--- src/rtl/chunk_log_pkg.sv ---
package chunk_log_pkg;
  localparam int PKT_W  = 128;
  localparam int TS_W   = 64;
  localparam int FMT_LO = 0;
  localparam int RSN_LO = 3;
  localparam int DLT_LO = 7;
  localparam int CS_LO  = 39;
  localparam int RSW_LO = 59;
  localparam int IAV_LO = 64;
  localparam int ABS_LO = 7;

  localparam logic [2:0] FMT_CHUNK = 3'd0;
  localparam logic [2:0] FMT_TIME  = 3'd1;

  typedef enum logic [3:0] {
    RSN_RAW, RSN_WAR, RSN_WAW, RSN_WAB, RSN_EXCEPT,
    RSN_EVICT, RSN_CS_OVF, RSN_TLBINV, RSN_XTC
  } reason_e;

  typedef enum logic [1:0] {ST_IDLE, ST_TIME, ST_CHUNK} emit_state_e;
endpackage

--- src/rtl/chunk_ctr.sv ---
module chunk_ctr #(
  parameter int CS_W  = 20,
  parameter int IAV_W = 16
) (
  input  logic             clk_i,
  input  logic             rst_ni,
  input  logic             retire_i,
  input  logic             mem_i,
  input  logic             split_i,
  input  logic             capture_i,
  output logic [CS_W-1:0]  cs_snap_o,
  output logic             cs_full_o,
  output logic [IAV_W-1:0] iav_snap_o
);
  localparam logic [CS_W-1:0] CS_MAX = {CS_W{1'b1}};

  logic [CS_W-1:0]  cs_q;
  logic [IAV_W-1:0] iav_q, iav_step;

  assign cs_snap_o = (retire_i && cs_q != CS_MAX) ? cs_q + 1'b1 : cs_q;
  assign cs_full_o = (cs_snap_o == CS_MAX);
  assign iav_step  = mem_i ? (split_i ? IAV_W'(1) : IAV_W'(2)) : '0;
  assign iav_snap_o = retire_i ? '0 : iav_q + iav_step;

  always_ff @(posedge clk_i or negedge rst_ni) begin
    if (!rst_ni) begin
      cs_q  <= '0;
      iav_q <= '0;
    end else begin
      cs_q  <= capture_i ? '0 : cs_snap_o;
      iav_q <= iav_snap_o;
    end
  end

  a_r2_cs_restart: assert property (@(posedge clk_i) disable iff (!rst_ni)
    capture_i |=> cs_q == '0);
  a_r4_iav_zero: assert property (@(posedge clk_i) disable iff (!rst_ni)
    retire_i |=> iav_q == '0);
  a_r4_iav_idle: assert property (@(posedge clk_i) disable iff (!rst_ni)
    (!retire_i && !mem_i) |=> $stable(iav_q));
endmodule

--- src/rtl/ts_track.sv ---
module ts_track
  import chunk_log_pkg::*;
#(
  parameter int DELTA_W = 32
) (
  input  logic               clk_i,
  input  logic               rst_ni,
  input  logic [TS_W-1:0]    ts_i,
  input  logic               load_i,
  output logic [TS_W-1:0]    base_o,
  output logic [DELTA_W-1:0] delta_o,
  output logic               need_abs_o
);
  logic [TS_W-1:0] base_q, diff;
  logic            vld_q;

  assign diff       = ts_i - base_q;
  assign delta_o    = diff[DELTA_W-1:0];
  assign need_abs_o = !vld_q || (diff[TS_W-1:DELTA_W] != '0);
  assign base_o     = base_q;

  always_ff @(posedge clk_i or negedge rst_ni) begin
    if (!rst_ni) begin
      base_q <= '0;
      vld_q  <= 1'b0;
    end else if (load_i) begin
      base_q <= ts_i;
      vld_q  <= 1'b1;
    end
  end

  a_r8_base_load: assert property (@(posedge clk_i) disable iff (!rst_ni)
    load_i |=> vld_q && base_q == $past(ts_i));
endmodule

--- src/rtl/pkt_emit.sv ---
module pkt_emit
  import chunk_log_pkg::*;
#(
  parameter int CS_W    = 20,
  parameter int IAV_W   = 16,
  parameter int RSW_W   = 5,
  parameter int DELTA_W = 32
) (
  input  logic               clk_i,
  input  logic               rst_ni,
  input  logic               term_req_i,
  input  logic [3:0]         reason_i,
  input  logic               cs_full_i,
  input  logic [CS_W-1:0]    cs_snap_i,
  input  logic [IAV_W-1:0]   iav_snap_i,
  input  logic [RSW_W-1:0]   rsw_i,
  input  logic               need_abs_i,
  input  logic [DELTA_W-1:0] delta_i,
  input  logic [TS_W-1:0]    base_i,
  input  logic               ready_i,
  output logic               capture_o,
  output logic               load_abs_o,
  output logic               ack_o,
  output logic               valid_o,
  output logic [PKT_W-1:0]   data_o,
  output logic               clear_o
);
  emit_state_e        st_q;
  logic [3:0]         rsn_q;
  logic [CS_W-1:0]    cs_q;
  logic [IAV_W-1:0]   iav_q;
  logic [RSW_W-1:0]   rsw_q;
  logic [DELTA_W-1:0] dlt_q;
  logic               clr_q, idle, hs;
  logic [PKT_W-1:0]   chunk_pkt, time_pkt;

  assign idle       = (st_q == ST_IDLE);
  assign capture_o  = idle && (term_req_i || cs_full_i);
  assign ack_o      = idle && term_req_i;
  assign load_abs_o = capture_o && need_abs_i;
  assign valid_o    = !idle;
  assign hs         = valid_o && ready_i;
  assign clear_o    = clr_q;

  always_comb begin
    chunk_pkt = '0;
    chunk_pkt[FMT_LO +: 3]       = FMT_CHUNK;
    chunk_pkt[RSN_LO +: 4]       = rsn_q;
    chunk_pkt[DLT_LO +: DELTA_W] = dlt_q;
    chunk_pkt[CS_LO +: CS_W]     = cs_q;
    chunk_pkt[RSW_LO +: RSW_W]   = rsw_q;
    chunk_pkt[IAV_LO +: IAV_W]   = iav_q;
    time_pkt = '0;
    time_pkt[FMT_LO +: 3]        = FMT_TIME;
    time_pkt[ABS_LO +: TS_W]     = base_i;
  end

  assign data_o = (st_q == ST_TIME) ? time_pkt : chunk_pkt;

  always_ff @(posedge clk_i or negedge rst_ni) begin
    if (!rst_ni) begin
      st_q  <= ST_IDLE;
      rsn_q <= '0;
      cs_q  <= '0;
      iav_q <= '0;
      rsw_q <= '0;
      dlt_q <= '0;
      clr_q <= 1'b0;
    end else begin
      clr_q <= hs && (st_q == ST_CHUNK);
      unique case (st_q)
        ST_IDLE: if (capture_o) begin
          rsn_q <= term_req_i ? reason_i : RSN_CS_OVF;  // request wins over overflow
          cs_q  <= cs_snap_i;
          iav_q <= iav_snap_i;
          rsw_q <= rsw_i;
          dlt_q <= need_abs_i ? '0 : delta_i;
          st_q  <= need_abs_i ? ST_TIME : ST_CHUNK;
        end
        ST_TIME:  if (hs) st_q <= ST_CHUNK;
        ST_CHUNK: if (hs) st_q <= ST_IDLE;
        default:  st_q <= ST_IDLE;
      endcase
    end
  end

  a_r9_hold: assert property (@(posedge clk_i) disable iff (!rst_ni)
    (valid_o && !ready_i) |=> valid_o && $stable(data_o));
  a_r8_time_then_chunk: assert property (@(posedge clk_i) disable iff (!rst_ni)
    (hs && data_o[FMT_LO +: 3] == FMT_TIME) |=> valid_o && data_o[FMT_LO +: 3] == FMT_CHUNK);
  a_r10_clear_after_chunk: assert property (@(posedge clk_i) disable iff (!rst_ni)
    clear_o |-> $past(hs && data_o[FMT_LO +: 3] == FMT_CHUNK));
  a_r12_no_ack_busy: assert property (@(posedge clk_i) disable iff (!rst_ni)
    valid_o |-> !ack_o);
endmodule

--- src/rtl/chunk_log_gen.sv ---
module chunk_log_gen
  import chunk_log_pkg::*;
#(
  parameter int CS_W    = 20,
  parameter int IAV_W   = 16,
  parameter int RSW_W   = 5,
  parameter int DELTA_W = 32
) (
  input  logic             clk_i,
  input  logic             rst_ni,
  input  logic             retire_i,
  input  logic             mem_retire_i,
  input  logic             mem_split_i,
  input  logic [RSW_W-1:0] pend_st_i,
  input  logic [63:0]      ts_i,
  input  logic             term_req_i,
  input  logic [3:0]       term_reason_i,
  output logic             term_ack_o,
  output logic             pkt_valid_o,
  input  logic             pkt_ready_i,
  output logic [127:0]     pkt_data_o,
  output logic             set_clear_o
);
  logic               capture, load_abs, cs_full, need_abs;
  logic [CS_W-1:0]    cs_snap;
  logic [IAV_W-1:0]   iav_snap;
  logic [DELTA_W-1:0] delta;
  logic [TS_W-1:0]    base;

  chunk_ctr #(.CS_W(CS_W), .IAV_W(IAV_W)) u_ctr (
    .clk_i, .rst_ni,
    .retire_i, .mem_i(mem_retire_i), .split_i(mem_split_i),
    .capture_i(capture),
    .cs_snap_o(cs_snap), .cs_full_o(cs_full), .iav_snap_o(iav_snap)
  );

  ts_track #(.DELTA_W(DELTA_W)) u_ts (
    .clk_i, .rst_ni, .ts_i, .load_i(load_abs),
    .base_o(base), .delta_o(delta), .need_abs_o(need_abs)
  );

  pkt_emit #(.CS_W(CS_W), .IAV_W(IAV_W), .RSW_W(RSW_W), .DELTA_W(DELTA_W)) u_emit (
    .clk_i, .rst_ni,
    .term_req_i, .reason_i(term_reason_i),
    .cs_full_i(cs_full), .cs_snap_i(cs_snap), .iav_snap_i(iav_snap),
    .rsw_i(pend_st_i), .need_abs_i(need_abs), .delta_i(delta), .base_i(base),
    .ready_i(pkt_ready_i),
    .capture_o(capture), .load_abs_o(load_abs), .ack_o(term_ack_o),
    .valid_o(pkt_valid_o), .data_o(pkt_data_o), .clear_o(set_clear_o)
  );
endmodule

--- config.mk ---
export PLATFORM = sky130hd
export DESIGN_NAME = chunk_log_gen
export DESIGN_NICKNAME = d
export VERILOG_FILES = /design/src/rtl/chunk_log_pkg.sv /design/src/rtl/chunk_ctr.sv /design/src/rtl/ts_track.sv /design/src/rtl/pkt_emit.sv /design/src/rtl/chunk_log_gen.sv
export SDC_FILE = /design/constraint.sdc
export NUM_CORES = 1
export LEC_CHECK = 0
export BUFFER_PORTS_ARGS = -buffer_cell sky130_fd_sc_hd__buf_2
export CAP_MARGIN = 20
export CORE_MARGIN = 2
export CORE_UTILIZATION = 40
export DETAILED_ROUTE_END_ITERATION = 12
export PLACE_DENSITY_LB_ADDON = 0.2
export SYNTH_ARGS = -nofsm -noshare
export SYNTH_HDL_FRONTEND = slang
export SYNTH_SLANG_ARGS = --single-unit
--- constraint.sdc ---
create_clock -name clk_i -period 11.1 [get_ports clk_i]
set_input_delay 0.555 -clock clk_i [delete_from_list [all_inputs] [get_ports clk_i]]
set_output_delay 0.555 -clock clk_i [all_outputs]
set_load 0.01 [all_outputs]
# Word level (Yosys, flattened, before mapping)
# Cells that the tools add are included.
[op_classes] eq_ne=7 n_reduce_logical=14 n_mux=13 addsub=3
[ops] cell="80-bit two-way mux" n=1
[ops] cell="64-bit subtractor" n=1
[ops] cell="20-bit two-way mux" n=2
[ops] cell="16-bit two-way mux" n=2
[ops] cell="32-bit two-way mux" n=1
[ops] cell="32-bit nonzero test" n=1
[ops] cell="20-bit by 1-bit adder with 20-bit output, second input constant" n=1
[ops] cell="20-bit == test, second input constant" n=1
[ops] cell="20-bit != test, second input constant" n=1
[ops] cell="16-bit adder" n=1
[ops] cell="2-bit two-way mux" n=5
[ops] cell="1-bit logical AND" n=6
[ops] cell="2-bit one-hot mux with 3 select lines" n=1
[ops] cell="4-bit two-way mux" n=1
[ops] cell="2-bit by 1-bit != test with 1-bit output, second input constant" n=2
[ops] cell="3-bit AND reduction" n=1
[ops] cell="2-bit by 1-bit == test with 1-bit output, second input constant" n=1
[ops] cell="2-bit == test, second input constant" n=1
[ops] cell="1-bit logical NOT" n=2
[ops] cell="2-bit logical NOT" n=1
[ops] cell="1-bit logical OR" n=2
[ops] cell="2-bit != test, second input constant" n=1
[ops] cell="2-bit AND reduction" n=1
[totals] elab_cells=48 input_bits=80 ff_bits=181

# Depth between registers and ports, before layout
# Gate-level depths: netlist (run 1).
[logic_depth] depth_word=8 ltp_mapped=16

# By module
# A second synthesis (run 1) with hierarchy kept.
[hier_totals] cells_unflattened=1491 area_unflattened_um2=13236.4
[modules_own_cells] mod="ts_track" seq_area_each_um2=1626.6 area_per_inst_um2=6723.9 cells_per_inst=922 instances=1
[modules_own_cells] mod="pkt_emit" seq_area_each_um2=2001.9 area_per_inst_um2=4436.8 cells_per_inst=352 instances=1
[modules_own_cells] mod="chunk_ctr" seq_area_each_um2=900.9 area_per_inst_um2=2075.7 cells_per_inst=217 instances=1

# Least setup slack after synthesis (run 1)
# OpenSTA, ideal clock, no wires.
[synth_path] path_type="input port to flip-flop" from="input port ts_i[0]" to="register u_ts.base_q[31] (netlist: u_ts.base_o[31])" n_path_buf=2 t_arrival_ps=3801 slack_ps=7174 setup_ps=125 path_stages=16 t_required_ps=10975 cell_sequence="inv_1 ha_1 fa_1 nand2b_1 a21oi_1 nor2b_1 o21a_1 o311ai_0 a31oi_1 xor2_1 nand2_1 a2111oi_2 a31o_4 buf_12 buf_8 mux2_4"
[synth_between] elab_chain_cells=4
[synth_rtl] item="start: declaration" line_no="chunk_log_gen.sv:15" text="input logic [63:0] ts_i,"
[synth_rtl] item="64-bit subtractor" line_no="ts_track.sv:17" text="assign diff = ts_i - base_q;"
[synth_rtl] item="32-bit nonzero test" line_no="ts_track.sv:19" text="assign need_abs_o = !vld_q || (diff[TS_W-1:DELTA_W] != '0);"
[synth_rtl] item="1-bit logical OR" line_no="ts_track.sv:19"
[synth_rtl] item="1-bit logical AND" line_no="pkt_emit.sv:40" text="assign load_abs_o = capture_o && need_abs_i;"
[synth_rtl] item="end signal: assignment" line_no="ts_track.sv:27" text="base_q <= ts_i;"
[synth_rtl] item="end: declaration" line_no="ts_track.sv:14" text="logic [TS_W-1:0] base_q, diff;"
# Every way passes these cells.
# A chain may end at the register's enable or synchronous reset.

# Worst setup path in the final report (run 1)
[layout_path] from="register u_ts.base_q[40] (netlist: u_ts.base_o[40])" to="register u_ts.base_q[39] (netlist: u_ts.base_o[39])"
[layout_between] elab_chain_cells=4
[layout_rtl] item="64-bit subtractor" line_no="ts_track.sv:17"
[layout_rtl] item="32-bit nonzero test" line_no="ts_track.sv:19"
[layout_rtl] item="1-bit logical OR" line_no="ts_track.sv:19"
[layout_rtl] item="1-bit logical AND" line_no="pkt_emit.sv:40"
# Every way passes these cells.

==> impl_results.md, run 1 <==
* CP Launch Type: flip-flop
* MaxCap Viol Count at 0
* Yosys reg bits at 181
* Layout cell share with drive strength beyond 1 at 0.1701
* Seq pwr share at 0.225
* P per Cell Area at 282.9 nW/µm²
* Synth area leader: dfrtp_1
* Critical path cell sequence: inv_1, ha_1, a21oi_1, o21a_1, o21ai_0, a311oi_1, o211ai_1, or4_1, nor4_1, o2111a_1, and4_1, a31o_4, buf_4, mux2_2
* RSZ-0062 raised after global routing: no
* Deepest clock path buffer count at 2
* Final nets at 1864
* Cell area after synthesis at 13520 µm²
* Post-synth EDFFs at 0
* Die extent in y at approximately 190 µm
* Ports at 211
* HP Class: in -> async
* Path type of the worst setup path: reg -> reg
* Drt drc at 0
* Setup_tns at 0 ns
* Crit path required time at between 10 and 15 ns
* Final hold viol count at 0
* CP bufs+invs at 2
* Global-route wire length before repair at 63320 µm
* Total grt overflow at 0
* Clk_skew at ~0.013 ns
* Root buf cell: clkbuf_16
* Post-Layout Cell Count at 2176
* TritonCTS buffer count at 17
* Dominant synthesized flop cell: dfrtp_1
* Post-CTS setup repair buffer count at 0
* Core ar. at 33360 µm²
* Dpl cells at 2144
* Setup-failing EPs final at 0
* Initial Util at 0.4051
* Max-slew headroom at 0.2377
* Kind of cell adding the most delay to the critical path: compound AO/OA/AOI/OAI gates
* Clk sinks at approximately 180
* Width of the die at 187.8 µm
* Clock network fraction of total power at 0.142
* Initial antenna violation count at 1
* Vias in the first global route at roughly 12k
* RePlAce Congestion at 0.9239
* Fmax at roughly 190 MHz
* Final HPWL DP at ~30000 µm
* Ratio of final minimum period to clock period at 0.4776
* CTS tree: built
* Max incr delay on CP at 0.81 ns
* Post-CTS resize count at 0
* Slew Limit Fails at 0
* Later-pin clock latency in the skew report at around 0.46 ns
* Syn-to-layout area delta at 9.951%
* DRT iter0 DRCs at 778
* Worst-margin pin slew at 1.143 ns
* Worst VDD drop at 0.1794 mV
* Total GRT Usage at 0.2243
* Leak Pwr at 0.006962 µW
* Final wirelength at 39300 µm
* Largest net degree at the start of global routing at 76
* Comb pwr share at 0.633
* Routed length per instance at 18.06 µm
* Input/output buffers at 160
* Status: finished clean
* H-tree levels at 4
* Netlist cell types at about 80
* Flop2flop setup slack at roughly 5.8 ns
* Detail Route Antenna Nets at 0
* Warnings, synthesis at 0
* Seq/Total Area, Yosys at 0.3351
* Critical Path End Type: flip-flop
* Via count at ~12k
* Reg2reg end: u_ts.base_o[39]
* TritonRoute pass-1 iters at 7
* R2R Path Start: u_ts.base_o[40]
* Worst-path maximum fanout at 66
* WP data arrival at 5.65 ns
* Synth top area share at 0.3351
* Ant. Diodes at 0
* Total internal power at around 2100 µW
* Fin crit period at 5.301 ns
* Cell Rows at 67
* Worst-path clk slew at 0.08 ns
* Synth top cells by count: 250 x nand2_1, 181 x dfrtp_1, 129 x o21ai_0
* CP max-delay cell: buf_4
* Sw power at 2083 µW
* Worst r2r path cells at 14
* Net Sw Frac at 0.4954
* Hold Buf Count CTS at 0
* Post-synth ARST share at 1.000
* Mean Syn Cell Area at 8.349 µm²
* Top-count cell post-synth: nand2_1
* Gate Count Post-Synth at 1619
* Top cells by area, synth: dfrtp_1 34%, nand2_1 6.9%, ha_1 6.2%, o21ai_0 4.8%, a21oi_1 4.2%
* Die area at 35280 µm²
* Avg Vias per Cell at roughly 5.5
[state kept, by name, indices dropped and copies added, names as in the netlist]
name and count:
u_ts.vld_q 1, u_emit.clear_o 1, u_emit.cs_q 20, u_emit.iav_q 16, u_ctr.cs_q 20, u_ts.base_o 64, u_emit.st_q 2, u_ctr.iav_q 16
u_emit.rsn_q 4, u_emit.rsw_q 5, u_emit.dlt_q 32
[layout by cell type, fill, tap and decap left out, drive strengths merged, types with 4 or more instances in the layout]
cell    instances
o21ai         142
xor2           36
mux2           67
o22ai           6
dfrtp         181
clkinv          5
a31oi          10
nand3          37
and3            7
clkbuf         18
nor4           12
o41ai           4
nor3b           5
a211oi          4
conb           50
and4           15
inv            91
nor2          113
mux2i          12
a21oi         122
o31ai          39
o211ai         14
ha             67
o31a            6
a21o           14
nand4          45
or3            14
o21a           21
or2             5
nand2b         10
buf           168
nand2         250
nor3           28
xnor2          28
nor2b           7
and2           20
[layout make-up]
type	instances	area [µm²]
clock buffers	18	429.2
clock inverters	14	133.9
fillers	3434	18500
inverters	84	315.3
multi-input cells	1263	8026
flip-flops and latches	181	4529
well taps	448	560.5
repair buffers	168	867.1
[worst register-to-register path, delay by kind of cell (launching register included)]
family	cells	cell delay [ns]
mux	1	0.52
flops	1	0.35
simple gates	3	1.04
compound gates	7	1.91
fa+ha+maj	1	0.49
buf+inv	2	0.88
[cells by family (layout without fill, tap and decap cells)]
family          after synthesis  count (layout)  share of synthesized area
simple gates                577             577                     0.2021
compound gates              424             424                     0.1950
buf+inv                     224             284                    0.08609
flops                       181             181                     0.3351
mux                          79              79                    0.07498
fa+ha+maj                    69              69                    0.06498
xor+xnor                     64              64                    0.04147
other cells                   1              50                  0.0002774
[per-layer routing]
layer,GRT usage,vias to the layer above,part of all wire
met5,0,-,0.00028
met4,0.06693,2,0.021
met3,0.04511,52,0.050
met2,0.3631,320,0.46
met1,0.3030,5655,0.47
li1,-,5834,-
[worst max-delay path by stage]
stage	start	to	slack, ns	cells past startpoint
after floorplan	ts_i[0]	u_ts.base_o[31]	7.17	16
after global placement	ts_i[40]	u_ts.base_o[38]	5.60	14
after detailed placement	ts_i[0]	u_ts.base_o[39]	5.59	16
after CTS	u_ts.base_o[0]	u_ts.base_o[39]	5.89	14
after global routing	u_ts.base_o[35]	u_ts.base_o[45]	5.58	13
final	u_ts.base_o[40]	u_ts.base_o[39]	5.80	14
[through the flow]
step | cell area (µm²) | setup slack (ns) | hold slack (ns) | total power [µW] | util
after global placement | 14300 | 5.601 | 0.4453 | 3585 | 0.4286
after floorplan | 13700 | 7.174 | 0.2594 | 2874 | -
final | 14860 | 5.799 | 0.06388 | 4204 | 0.4454
after detailed placement | 14300 | 5.589 | 0.4511 | 3591 | 0.4286
after global routing | 14860 | 5.582 | 0.1115 | 4540 | 0.4454
after CTS | 14860 | 5.886 | 0.07751 | 4208 | 0.4454
[power by group through the flow]
stage | Clock [µW] | Combinational (µW) | Sequential, µW
2_1_floorplan | 0 | 1950 | 928
3_3_place_gp | 0 | 2630 | 952
4_1_cts | 613 | 2650 | 948
3_5_place_dp | 0 | 2640 | 954
5_1_grt | 642 | 2930 | 973
6_report | 597 | 2660 | 948
Note: power is estimated with default switching activity, not from simulation.
==> run 2: changes to the inputs <==
--- a/config.mk
+++ b/config.mk
@@ -5,6 +5,7 @@
 export SDC_FILE = /design/constraint.sdc
 export NUM_CORES = 1
 export LEC_CHECK = 0
+export ABC_AREA = 1
 export BUFFER_PORTS_ARGS = -buffer_cell sky130_fd_sc_hd__buf_2
 export CAP_MARGIN = 20
 export CORE_MARGIN = 2
==> constraint.sdc (replaced) <==
create_clock -name clk_i -period 5.1 [get_ports clk_i]
set_input_delay 0.255 -clock clk_i [delete_from_list [all_inputs] [get_ports clk_i]]
set_output_delay 0.255 -clock clk_i [all_outputs]
set_load 0.01 [all_outputs]
==> impl_results.md, run 2 <==
* TritonCTS buffer count at 17
* Via count at 15.70k
* Met2 WL post-DR at 24450 µm
* Post-synth ARST share at 1.000
* Root buf cell: clkbuf_16
* Clock network fraction of total power at 0.150
* Routed length on met3 at between 2000 and 3000 µm
* Most common cell after layout, fill and taps aside: nand2_1
* Layout cell share with drive strength beyond 1 at 0.08104
* Clk_skew at about 0.017 ns
* Post-CTS resize count at 0
* Dominant synthesized flop cell: dfrtp_1
* Global-route wire length before repair at 83800 µm
* Ports at 211
* Critical Path End Type: flip-flop
* Routed length per instance at 16.33 µm
* Metal-1 WL at 24590 µm
* Warnings, synthesis at 0
* Cell area after synthesis at 15510 µm²
* Synth top cells by count: 1028 x nand2_1, 488 x inv_1, 241 x nor2_1
* Fin crit period at ~4.0 ns
* RePlAce Congestion at 0.9674
* Mean Syn Cell Area at 5.927 µm²
* MaxCap Viol Count at 0
* R2R Path Start: u_ts.base_o[48]
* Initial antenna violation count at 2
* Sink of the worst hold path: u_ts.base_o[26]
* CP Launch Type: flip-flop
* Gate Count Post-Synth at 2616
* Initial Util at 0.4031
* Total internal power at 4334 µW
* Sw power at 5058 µW
* Die area at 40360 µm²
* Seq pwr share at 0.211
* WP data arrival at between 4 and 5 ns
* Vias in the first global route at 14.89k
* Total GRT Usage at 0.2676
* Die extent in y at around 200 µm
* Width of the die at ~200 µm
* Worst VDD drop at 0.3318 mV
* HP Class: in -> reg
* Post-synth EDFFs at 0
* Avg Vias per Cell at 4.783
* Cell Rows at 72
* Max-slew headroom at 0.4475
* Yosys reg bits at 181
* Crit path required time at 5.51 ns
* Netlist cell types at 40
* Final nets at 2900
* CTS tree: built
* Ratio of final minimum period to clock period at 0.7795
* Final non-filler cell area at 17250 µm²
* Later-pin clock latency in the skew report at 0.47 ns
* Final hold viol count at 0
* Worst-path maximum fanout at 15
* Path type of the worst setup path: reg -> reg
* Synth area leader: dfrtp_1
* Final worst slack at between 1 and 1.5 ns
* Hold depth at 3
* Area post-placement at 16540 µm²
* Largest net degree at the start of global routing at 126
* Final wirelength at ~54000 µm
* Seq/Total Area, Yosys at 0.2921
* Total grt overflow at 0
* Net Sw Frac at 0.5386
* Slew Limit Fails at 0
* Input/output buffers at 160
* TritonRoute pass-1 iters at 8
* Worst-path clk slew at 0.08 ns
* Largest register FFs at 64
* Leak Pwr at 0.01012 µW
* DRT iter0 DRCs at 1217
* RSZ-0062 raised after global routing: no
* Flop2flop setup slack at 1.12 ns
* Pre-CTS setup slack at 1.125 ns
* Deepest clock path buffer count at 2
* Comb pwr share at 0.638
* Fmax at 251.5 MHz
* Detail Route Antenna Nets at 0
* H-tree levels at 4
* Status: finished clean
* Worst r2r path cells at 17
* Clk sinks at 181
* Worst-margin pin slew at just over 0.8 ns
* Top cells by area, synth: dfrtp_1 29%, nand2_1 25%, inv_1 12%, nand3_1 5.9%, nor2_1 5.8%
* Syn-to-layout area delta at 11.22%
* Top-count cell post-synth: nand2_1
* Core ar. at 38470 µm²
* Setup-failing EPs final at 0
* Setup_tns at 0 ns
* Worst hold path startpoint: ts_i[26]
* Synth top area share at 0.2921
* Final HPWL DP at 43620 µm
* DR top layer: met5
* Most frequent cells in the layout: 1027 x nand2_1, 487 x inv_1, 240 x nor2_1
* Final Total Pwr at approximately 9400 µW
* Drt drc at 0
* P per Cell Area at roughly 540 nW/µm²
* Reg2reg end: u_emit.dlt_q[27]
[run 2: changes by cell type in the layout (fill, tap and decap cells not counted), sizes merged, moves of 39 or more]
cell / change
o31ai: -39
mux2: -67
nand3: +146
nand2: +783
inv: +411
a21oi: -64
nor2: +131
[run 2: final cells by class]
| type | instances | area [µm²] |
|---|---|---|
| fillers | 4254 | 21220 |
| multi-input cells | 1878 | 8584 |
| flip-flops and latches | 181 | 4529 |
| inverters | 494 | 1857 |
| repair buffers | 179 | 1012 |
| well taps | 518 | 648.1 |
| clock buffers | 17 | 425.4 |
| clock inverters | 15 | 186.4 |
| diodes | 1 | 2.502 |
[run 2: layer usage]
layer / up-vias / GRT usage
li1: 8053 / -
met1: 7085 / 0.3583
met2: 487 / 0.4408
met3: 76 / 0.04091
met4: 2 / 0.09101
met5: - / 0
[run 2: worst max-delay path by stage]
stage | slack (ns) | end | from | cells after the start
2_1_floorplan | 2.30 | u_ts.base_o[30] | u_ts.base_o[0] | 22
3_3_place_gp | 1.15 | u_emit.dlt_q[27] | u_ts.base_o[11] | 20
3_5_place_dp | 1.13 | u_ts.base_o[51] | retire_i | 17
4_1_cts | 1.15 | u_emit.dlt_q[27] | u_ts.base_o[12] | 20
5_1_grt | 0.74 | u_ts.base_o[45] | u_ctr.cs_q[14] | 19
6_report | 1.12 | u_emit.dlt_q[27] | u_ts.base_o[48] | 17
[run 2: what timing repair did]
action	CTS	global route
buffers inserted	0	0
setup endpoints to repair	0	0
hold buffers	9	0
hold endpoints to repair	64	0
[run 2: through the flow]
step / util / instances / hold WS (ns)
final: 0.4483 / 3283 / 0.02844
after CTS: 0.4483 / 3282 / 0.01181
after detailed placement: 0.4300 / 3241 / 0.2642
after floorplan: - / 2665 / -0.04059
after global routing: 0.4483 / 3283 / 0.03181
after global placement: 0.4300 / 3241 / 0.2592
[run 2: power by group through the flow]
| stage | registers [µW] | logic, µW | clock network (µW) |
|---|---|---|---|
| 4_1_cts | 1980 | 6000 | 1440 |
| 3_5_place_dp | 2000 | 5970 | 0 |
| 3_3_place_gp | 2000 | 5950 | 0 |
| 5_1_grt | 2020 | 6730 | 1490 |
| 6_report | 1980 | 6000 | 1410 |
| 2_1_floorplan | 1940 | 4070 | 0 |
[run 2: worst max-delay path: stages, from the launching register on]
cell and delay (ns):
dfrtp_1 0.35, inv_1 0.09, ha_1 0.51, nand2_1 0.17, nor2_1 0.26, nand2_1 0.17
nor3_1 0.53, nand3_1 0.20, nand3_1 0.14, nand2_1 0.07, inv_1 0.07, nand3_1 0.07
nor2_1 0.12, nand2_1 0.08, nor2_2 0.53, buf_4 0.35, nand3_1 0.11, nand2_1 0.09
[run 2: cell families after synthesis]
kind of cell,Yosys count,synth area share
AO/OA/AOI/OAI,189,0.06254
XOR/XNOR,47,0.02655
adder cells (fa/ha/maj),69,0.05664
buffers and inverters,606,0.1665
flip-flops,181,0.2921
other,1,0.0002418
AND/OR/NAND/NOR,1523,0.3955
==> run 3: changes to the inputs <==
==> constraint.sdc (replaced) <==
create_clock -name clk_i -period 3.2 [get_ports clk_i]
set_input_delay 0.16 -clock clk_i [delete_from_list [all_inputs] [get_ports clk_i]]
set_output_delay 0.16 -clock clk_i [all_outputs]
set_load 0.01 [all_outputs]
==> impl_results.md, run 3 (synthesized netlist as in run 2, its figures left out) <==
* RePlAce Congestion at just under 1
* Later-pin clock latency in the skew report at 0.50 ns
* Status: finished clean
* Initial antenna violation count at 1
* Path type of the worst setup path: in -> reg
* Sw power at 9469 µW
* # fillers at between 3k and 4k
* Fmax at 322.3 MHz
* Avg Vias per Cell at ~4.8
* Clock network fraction of total power at 0.121
* Net Sw Frac at 0.4984
* CTS tree: built
* Worst VDD drop at 0.7379 mV
* Final Total Pwr at 19000 µW
* Total internal power at 9529 µW
* Syn-to-layout area delta at 39.30%
* HP Class: in -> reg
* Crit path required time at about 3.6 ns
* Slew Limit Fails at 0
* Global-route wire length before repair at roughly 87000 µm
* Total GRT Usage at 0.2788
* Detail Route Antenna Nets at 0
* Clk sinks at about 180
* Via count at roughly 17k
* DRT iter0 DRCs at 1154
* Vias in the first global route at approximately 16k
* P per Cell Area at 879.6 nW/µm²
* MaxCap Viol Count at 0
* H-tree levels at 4
* TritonRoute pass-1 iters at 6
* Most frequent cells in the layout: 898 x nand2_1, 458 x inv_1, 192 x buf_4
* Total grt overflow at 0
* Final HPWL DP at 43830 µm
* Critical Path End Type: flip-flop
* Deepest clock path buffer count at 2
* CP Launch Type: input port
* Routed length per instance at 16.77 µm
* RSZ-0062 raised after global routing: yes
* WP data arrival at 3.53 ns
* Setup-failing EPs final at 0
* Most common cell after layout, fill and taps aside: nand2_1
* Seq pwr share at 0.165
* Max-slew headroom at 0.3908
* Comb pwr share at 0.714
* Largest register FFs at 64
* Flop2flop setup slack at 0.1 ns
* Worst-margin pin slew at just over 0.9 ns
* Cell Rows at between 70 and 80
* Ports at around 210
* Largest net degree at the start of global routing at 98
* Worst-path clk slew at 0.07 ns
* Final nets at around 3.2k
* Clk_skew at about 0.013 ns
* Die area at 40360 µm²
* Width of the die at 200.9 µm
* Initial Util at 0.4031
* Setup_tns at 0 ns
* Input/output buffers at 160
* Final wirelength at 59710 µm
* Ratio of final minimum period to clock period at 0.9696
* Fin crit period at ~3.1 ns
* Leak Pwr at approximately 0.012 µW
* Final hold viol count at 0
* Root buf cell: clkbuf_16
* Layout cell share with drive strength beyond 1 at 0.2568
* TritonCTS buffer count at 17
* Worst-path maximum fanout at 8
* Drt drc at 0
* Die extent in y at 200.9 µm
* Core ar. at 38470 µm²
[run 3: cell count changes in the layout (fill, tap and decap cells not counted), moves of 30 or more]
cell	delta
buf_4	+185
dlygate4sd3_1	+66
ha_1	-58
ha_4	+53
nand2_1	-129
nand2_2	+112
nand3_1	-34
nand3_2	+30
nor2_1	-62
nor2_2	+35
[run 3: power by group through the flow]
stage / logic (µW) / clock network [µW] / registers [µW]
CTS: 11200 / 2340 / 3110
finish: 13600 / 2290 / 3140
global placement: 10800 / 0 / 3140
floorplan: 6490 / 0 / 3080
detailed placement: 10900 / 0 / 3150
global route: 14800 / 2410 / 3190
[run 3: cell type report]
class | count | area (µm²) | share of cell area
diodes | 1 | 2.502 | 0.0001159
clock buffers | 18 | 429.2 | 0.01987
clock inverters | 14 | 172.7 | 0.007994
inverters | 494 | 1862 | 0.08620
multi-input cells | 1880 | 10390 | 0.4809
flip-flops and latches | 181 | 4531 | 0.2098
well taps | 518 | 648.1 | 0.03001
repair buffers | 454 | 3567 | 0.1652
[run 3: final timing paths]
path	startpoint	end	cells past startpoint
setup reg to reg	u_ts.base_o[0]	u_ts.base_o[9]	21
hold reg to reg	u_ts.base_o[52]	u_ts.base_o[52]	2
min in group asynchronous	rst_ni	u_ts.base_o[19]	2
hold / removal	retire_i	u_ctr.iav_q[1]	2
setup / recovery	ts_i[0]	u_ts.base_o[9]	24
max in group asynchronous	rst_ni	u_ts.base_o[55]	3
[run 3: worst max-delay path, stage by stage]
cell and delay [ns]:
dlygate4sd3_1 0.54, buf_2 0.12, inv_1 0.05, ha_2 0.19
fa_2 0.43, inv_2 0.07, nand3_2 0.06, nand2_2 0.08
buf_4 0.11, nand4_1 0.12, nand3_2 0.12, nand2_1 0.09
nand3_1 0.09, nand2_2 0.10, nor2_4 0.13, nand2_1 0.07
nor2_1 0.13, nand2_2 0.09, nor2_4 0.16, nand2_8 0.13
nand2_8 0.16, buf_12 0.18, nand2_2 0.07, nand2_2 0.06
[run 3: what timing repair did]
action | in CTS | in global routing
cloned | 2 | 10
pin swaps | 2 | 95
endpoints found under the hold margin | 170 | 0
hold buffers | 75 | 0
gates resized for setup | 32 | 411
buffers inserted | 2 | 37
setup endpoints to repair | 98 | 162
[run 3: metrics by stage]
stage | cells | worst slack [ns] | util | instance area, µm² | hold WS [ns]
after floorplan | 2665 | 0.3963 | - | 15690 | -0.1356
after global placement | 3402 | -0.1033 | 0.4644 | 17860 | 0.3120
after detailed placement | 3402 | -0.1075 | 0.4644 | 17860 | 0.3160
after CTS | 3513 | -0.00006573 | 0.5046 | 19410 | 0.03458
after global routing | 3560 | -0.06175 | 0.5615 | 21600 | 0.1229
final | 3560 | 0.09721 | 0.5615 | 21600 | 0.1139
[run 3: routing by layer]
| metal | track usage | vias up | share of wire |
|---|---|---|---|
| met2 | 0.4522 | 497 | 0.46 |
| met5 | 0 | - | 0 |
| li1 | - | 8636 | - |
| met3 | 0.04042 | 96 | 0.051 |
| met4 | 0.1183 | 0 | 0.036 |
| met1 | 0.3716 | 7954 | 0.45 |
